## src/rtl/mpbs_pkg.sv

```systemverilog
package mpbs_pkg;

    typedef enum logic {
        SH_IDLE = 1'b0,
        SH_BUSY = 1'b1
    } sh_state_e;

    function automatic int frame_bits(input int data_w, input int parity_en);
        return data_w + 2 + parity_en;
    endfunction

endpackage

```

## src/rtl/mpbs_txbuf.sv

```systemverilog
module mpbs_txbuf #(
    parameter int DATA_W = 8
) (
    input  logic              clk,
    input  logic              rst_n,
    input  logic              wr_data_en,
    input  logic [DATA_W-1:0] wr_data,
    input  logic              wr_wake_en,
    input  logic              load_i,
    output logic [DATA_W-1:0] data_o,
    output logic              wake_o,
    output logic              full_o
);

    typedef struct packed {
        logic              full;
        logic              wake;
        logic [DATA_W-1:0] data;
    } buf_state_t;

    buf_state_t buf_d, buf_q;

    always_comb begin
        buf_d = buf_q;
        if (load_i) begin
            buf_d.full = 1'b0;
            buf_d.wake = 1'b0;
        end
        if (wr_data_en && !buf_q.full) begin
            buf_d.full = 1'b1;
            buf_d.data = wr_data;
        end
        if (wr_wake_en) begin
            buf_d.wake = 1'b1;
        end
    end

    always_ff @(posedge clk or negedge rst_n) begin
        if (!rst_n) begin
            buf_q <= '0;
        end else begin
            buf_q <= buf_d;
        end
    end

    assign data_o = buf_q.data;
    assign wake_o = buf_q.wake;
    assign full_o = buf_q.full;

    AST_FULL_WRITE_IGNORED: assert property (@(posedge clk) disable iff (!rst_n)
        (buf_q.full && !load_i) |=> (full_o && $stable(data_o)));

    AST_LOAD_DROPS_WAKE: assert property (@(posedge clk) disable iff (!rst_n)
        (load_i && !wr_wake_en) |=> !wake_o);

    AST_LOAD_NEEDS_BYTE: assert property (@(posedge clk) disable iff (!rst_n)
        load_i |-> full_o);

endmodule

```

## src/rtl/mpbs_framer.sv

```systemverilog
module mpbs_framer #(
    parameter int DATA_W     = 8,
    parameter int PARITY_EN  = 1,
    parameter int PARITY_ODD = 0
) (
    input  logic [DATA_W-1:0]                                    data_i,
    input  logic                                                 wake_i,
    output logic [mpbs_pkg::frame_bits(DATA_W, PARITY_EN)-1:0] frame_o
);

    localparam int FRAME_BITS = mpbs_pkg::frame_bits(DATA_W, PARITY_EN);

    logic [FRAME_BITS-1:0] char_frame;

    generate
        if (PARITY_EN != 0) begin : g_parity
            logic par_bit;
            assign par_bit    = (^data_i) ^ (PARITY_ODD != 0);
            assign char_frame = {1'b1, par_bit, data_i, 1'b0};
        end else begin : g_no_parity
            assign char_frame = {1'b1, data_i, 1'b0};
        end
    endgenerate

    always_comb begin
        if (wake_i) begin
            frame_o = '1;
        end else begin
            frame_o = char_frame;
        end
    end

endmodule

```

## src/rtl/mpbs_shifter.sv

```systemverilog
module mpbs_shifter #(
    parameter int FRAME_BITS = 11
) (
    input  logic                  clk,
    input  logic                  rst_n,
    input  logic                  baud_tick,
    input  logic                  pend_i,
    input  logic [FRAME_BITS-1:0] frame_i,
    input  logic                  wake_i,
    output logic                  load_o,
    output logic                  tx_o,
    output logic                  idle_o
);

    localparam int CNT_W = $clog2(FRAME_BITS);

    typedef struct packed {
        mpbs_pkg::sh_state_e   st;
        logic [FRAME_BITS-1:0] sr;
        logic [CNT_W-1:0]      cnt;
        logic                  wut;
    } sh_state_t;

    sh_state_t sh_d, sh_q;
    logic      last_bit;
    logic      load;

    assign last_bit = (sh_q.cnt == CNT_W'(FRAME_BITS - 1));

    always_comb begin
        sh_d = sh_q;
        load = 1'b0;
        if (baud_tick) begin
            if (sh_q.st == mpbs_pkg::SH_IDLE) begin
                load = pend_i;
            end else if (last_bit) begin
                if (pend_i) begin
                    load = 1'b1;
                end else begin
                    sh_d.st  = mpbs_pkg::SH_IDLE;
                    sh_d.sr  = '1;
                    sh_d.cnt = '0;
                    sh_d.wut = 1'b0;
                end
            end else begin
                sh_d.cnt = sh_q.cnt + 1'b1;
                sh_d.sr  = {1'b1, sh_q.sr[FRAME_BITS-1:1]};
            end
        end
        if (load) begin
            sh_d.st  = mpbs_pkg::SH_BUSY;
            sh_d.sr  = frame_i;
            sh_d.cnt = '0;
            sh_d.wut = wake_i;
        end
    end

    always_ff @(posedge clk or negedge rst_n) begin
        if (!rst_n) begin
            sh_q.st  <= mpbs_pkg::SH_IDLE;
            sh_q.sr  <= '1;
            sh_q.cnt <= '0;
            sh_q.wut <= 1'b0;
        end else begin
            sh_q <= sh_d;
        end
    end

    assign load_o = load;
    assign tx_o   = sh_q.sr[0];
    assign idle_o = (sh_q.st == mpbs_pkg::SH_IDLE);

    AST_LOAD_ON_TICK: assert property (@(posedge clk) disable iff (!rst_n)
        load_o |-> baud_tick);

    AST_GAP_LINE_HIGH: assert property (@(posedge clk) disable iff (!rst_n)
        (sh_q.wut && !idle_o) |-> tx_o);

    AST_START_LOW: assert property (@(posedge clk) disable iff (!rst_n)
        (load_o && !wake_i) |=> !tx_o);

    AST_IDLE_LINE_HIGH: assert property (@(posedge clk) disable iff (!rst_n)
        idle_o |-> tx_o);

    AST_BIT_HOLDS: assert property (@(posedge clk) disable iff (!rst_n)
        !baud_tick |=> $stable(tx_o));

endmodule

```

## src/rtl/mp_blockstart_tx.sv

```systemverilog
module mp_blockstart_tx #(
    parameter int DATA_W     = 8,
    parameter int PARITY_EN  = 1,
    parameter int PARITY_ODD = 0
) (
    input  logic              clk,
    input  logic              rst_n,
    input  logic              baud_tick,
    input  logic              wr_data_en,
    input  logic [DATA_W-1:0] wr_data,
    input  logic              wr_wake_en,
    output logic              wake_req_o,
    output logic              buf_empty_o,
    output logic              shf_empty_o,
    output logic              tx_o
);

    localparam int FRAME_BITS = mpbs_pkg::frame_bits(DATA_W, PARITY_EN);

    logic [DATA_W-1:0]     pend_data;
    logic                  pend_wake;
    logic                  pend_full;
    logic                  load;
    logic [FRAME_BITS-1:0] frame;

    mpbs_txbuf #(
        .DATA_W (DATA_W)
    ) u_txbuf (
        .clk        (clk),
        .rst_n      (rst_n),
        .wr_data_en (wr_data_en),
        .wr_data    (wr_data),
        .wr_wake_en (wr_wake_en),
        .load_i     (load),
        .data_o     (pend_data),
        .wake_o     (pend_wake),
        .full_o     (pend_full)
    );

    mpbs_framer #(
        .DATA_W     (DATA_W),
        .PARITY_EN  (PARITY_EN),
        .PARITY_ODD (PARITY_ODD)
    ) u_framer (
        .data_i  (pend_data),
        .wake_i  (pend_wake),
        .frame_o (frame)
    );

    mpbs_shifter #(
        .FRAME_BITS (FRAME_BITS)
    ) u_shifter (
        .clk       (clk),
        .rst_n     (rst_n),
        .baud_tick (baud_tick),
        .pend_i    (pend_full),
        .frame_i   (frame),
        .wake_i    (pend_wake),
        .load_o    (load),
        .tx_o      (tx_o),
        .idle_o    (shf_empty_o)
    );

    assign buf_empty_o = !pend_full;
    assign wake_req_o  = pend_wake;

    AST_EMPTY_AFTER_LOAD: assert property (@(posedge clk) disable iff (!rst_n)
        load |=> (buf_empty_o && !shf_empty_o));

endmodule

```

## config.mk

```make
export PLATFORM = sky130hd
export DESIGN_NAME = mp_blockstart_tx
export DESIGN_NICKNAME = d
export VERILOG_FILES = /design/src/rtl/mpbs_pkg.sv /design/src/rtl/mpbs_txbuf.sv /design/src/rtl/mpbs_framer.sv /design/src/rtl/mpbs_shifter.sv /design/src/rtl/mp_blockstart_tx.sv
export SDC_FILE = /design/constraint.sdc
export NUM_CORES = 1
export LEC_CHECK = 0
export BUFFER_PORTS_ARGS = -buffer_cell sky130_fd_sc_hd__buf_4
export CELL_PAD_IN_SITES_DETAIL_PLACEMENT = 1
export CELL_PAD_IN_SITES_GLOBAL_PLACEMENT = 1
export CORE_MARGIN = 1.5
export CORE_UTILIZATION = 49
export CTS_BUF_LIST = sky130_fd_sc_hd__clkbuf_8
export CTS_CLUSTER_DIAMETER = 60
export DETAILED_ROUTE_END_ITERATION = 6
export PLACE_DENSITY_LB_ADDON = 0.1
export SLEW_MARGIN = 25
export SYNTH_ARGS = -nofsm -noshare
export SYNTH_HDL_FRONTEND = slang
export SYNTH_SLANG_ARGS = --single-unit
export TNS_END_PERCENT = 5
```

## constraint.sdc

```tcl
create_clock -name clk -period 2.82 [get_ports clk]
set_clock_uncertainty 0.15 [all_clocks]
set_input_delay 0.564 -clock clk [delete_from_list [all_inputs] [get_ports clk]]
set_output_delay 0.564 -clock clk [all_outputs]
set_load 0.03 [all_outputs]
```

==> flow_summary.yaml <==
cells_and_area:
  finalNonFillerCells: 163
  diodes: 0
  final_cell_mix: "nor3_1 (17), buf_4 (17), dfrtp_1 (15), nand2_1 (14), dfstp_2 (11)"
  drive_gt1_share_pct: 30.8
  area_growth_pct: 13.9
  nets: 149
route:
  routedWlPerCell_um: 15.4
  detail_route.first_pass.iterations: 4
  postRouteWirelength_um: 2510
  detail-route-antenna-nets: 0
  drtIter0Drc: 5
  drc: 0
  via_per_inst: 5.58
  vias: 909
yosys:
  syn-num-nets: 134
  yosysTopAreaCell: "dfrtp_1"
  yosys_warnings: 0
  syn_inst: 119
  synth_adder_area_share_pct: 1.97
  synthMuxAreaShare_pct: 7.90
  ys_types: 30
  synthArstFlopShare_pct: 100
  synthFlopType: "dfrtp_1"
  avgSynthCellArea_sq_um: 10.7
  synth_area_leaders: "dfrtp_1 (30%), dfstp_2 (23%), mux2_2 (7.1%)"
  synth-simple-area-share_pct: 14.8
  synth_edf_count: 0
  synthesis.area_sq_mm: 0.00127
  synth-xor-area-share_pct: 4.84
  synth.top_cell.area_share_pct: 29.6
  synth_compound_area_share_pct: 14.2
  synth_top_family_by_area: "simple AND/OR/NAND/NOR gates"
  synth-seq-area-share_pct: 52.4
  synth_seq_cells: 26
floorplanning:
  num_io_pins: 17
  die_h_um: 53.9
  fp-row-count: 18
  core_area_sq_mm: 0.00245
  dieWidth_um: 53.9
  initial_utilization_pct: 51.6
  die_area_sq_mm: 0.00290
worst_setup_path:
  cp_cell_sequence: "inv_1 -> buf_4"
  cp-start-kind: "register"
  arrival_ps: 1360
  cpMaxStageDelayCell: "dfrtp_1"
  slowest_delay_ps: 460
  critPathMaxFanout: 13
  end_kind: "primary output"
  crit_required_ps: 2110
  critPathKind: "reg -> out"
timing:
  period_needed_ps: 2070
  worst_slew_pin_slew_ps: 688
  finalMaxSlewViolations: 0
  max_slew_margin_pct: 54.1
  rsz0062_at_grt: "no"
  fin_crit_sh_pct: 73.5
  fmax_mhz: 482
  hold_viol: 0
  finalSetupViolCount: 0
  setup_tns_ps: 0
placed_design:
  gp_congestion: 0.770
  port_buffers: 16
  place_inst: 159
  dp_hpwl_um: 1840
clocking:
  cts_tree: "built"
  hold_buffers: 0
  clock-root-buffer: "clkbuf_8"
  cts_made_buffers: 3
  cts_buffer_depth: 2
  insertion_delay_ps: 270
  cts_resized: 0
  path_clk_slew_ps: 90
  h-tree-depth: 1
  postCtsSetupBuffers: 0
  cts.sinks: 26
power_and_ir_drop:
  power_density_mw_per_mm2: 974
  p_leak_nw: 0.611
  peakVddDrop_uv: 590
global_route:
  grt_pass1_vias: 944
  grt_overflow_total: 0
  grt_pass1_wl_um: 4170
  grt_max_degree: 27
  use_met1_pct: 26.1
  grt_use_total_pct: 20.6
  use_met2_pct: 34.3
  antenna_found_initial: 0
  busiest_layer: "met2"
  use_met3_pct: 3.33
outcome:
  outcome: "finished clean"
run:
  maxCapViolCount: 0
min_path:
  holdCritPathClass: "in -> async"
==> worst max-delay path: cells and delay by family, from the launching register on <==
kind	cells	cell delay, ps
buffers and inverters	2	630
flip-flops	1	460
==> sequential cells by signal (all words and copies together), names as in the netlist <==
signal	count
u_txbuf.data_o	8
u_shifter.sh_q	15
u_txbuf.full_o	1
u_txbuf.wake_o	1
u_shifter.tx_o	1
==> where the power goes <==
part           internal [mW]  switching (mW)  leakage [nW]
Sequential             0.551           0.133         0.285
Combinational          0.271           0.241         0.300
Clock                 0.0976           0.113        0.0269
==> worst paths after layout <==
| path | start | to | slack [ps] | depth (start not counted) |
|---|---|---|---|---|
| hold reg to reg | u_shifter.tx_o | u_shifter.tx_o | 320 | 2 |
| min in group clk | wr_wake_en | u_txbuf.wake_o | 310 | 2 |
| setup / recovery | u_shifter.sh_q[16] | shf_empty_o | 750 | 2 |
| setup reg to reg | u_shifter.sh_q[1] | u_txbuf.wake_o | 790 | 6 |
| max in group asynchronous | rst_n | u_shifter.sh_q[12] | 2190 | 1 |
| hold / removal | rst_n | u_shifter.sh_q[4] | 30 | 1 |
==> cells in the mapped netlist, types with 2 or more instances <==
library cell	instances
dfstp_2	11
xor2_1	2
o22ai_1	2
a21o_1	2
xnor2_1	5
o211ai_1	2
nand2_1	14
ha_1	2
nor3_1	17
o31ai_1	8
o21ai_0	4
inv_1	4
mux2_2	8
buf_2	6
dfrtp_1	15
nand3_1	3
==> per-layer routing <==
layer,share of wire (%),up-vias
met1,47,436
met2,48,20
li1,-,448
met4,1.7,0
met3,3.2,5
met5,0,-
==> metrics by stage <==
step	cell area, sq um	hold slack (ps)	utilization, %	total power, mW	setup slack, ps
after global placement	1400	303	57.0	1.19	910
after CTS	1440	32.9	58.8	1.43	741
after global routing	1440	45.9	58.8	1.51	658
after floorplan	1270	118	-	1.08	1240
final	1440	31.0	58.8	1.41	747
after detailed placement	1400	312	57.0	1.21	809
==> logic make-up (layout without fill, tap and decap cells) <==
kind of cell	after synthesis	count (layout)
AND/OR/NAND/NOR	39	39
adder cells (fa/ha/maj)	2	2
AO/OA/AOI/OAI	25	25
multiplexers	9	9
XOR/XNOR	7	7
buffers and inverters	11	25
flip-flops	26	26
==> final cells by class <==
| cell class | instances | area [sq um] |
|---|---|---|
| Fill cell | 274 | 1010 |
| Clock buffer | 3 | 41.3 |
| Inverter | 4 | 15.0 |
| Tap cell | 30 | 37.5 |
| Multi-Input combinational cell | 82 | 554 |
| Timing Repair Buffer | 17 | 128 |
| Clock inverter | 1 | 3.75 |
| Sequential cell | 26 | 664 |
(Power assumes the default switching activity.)
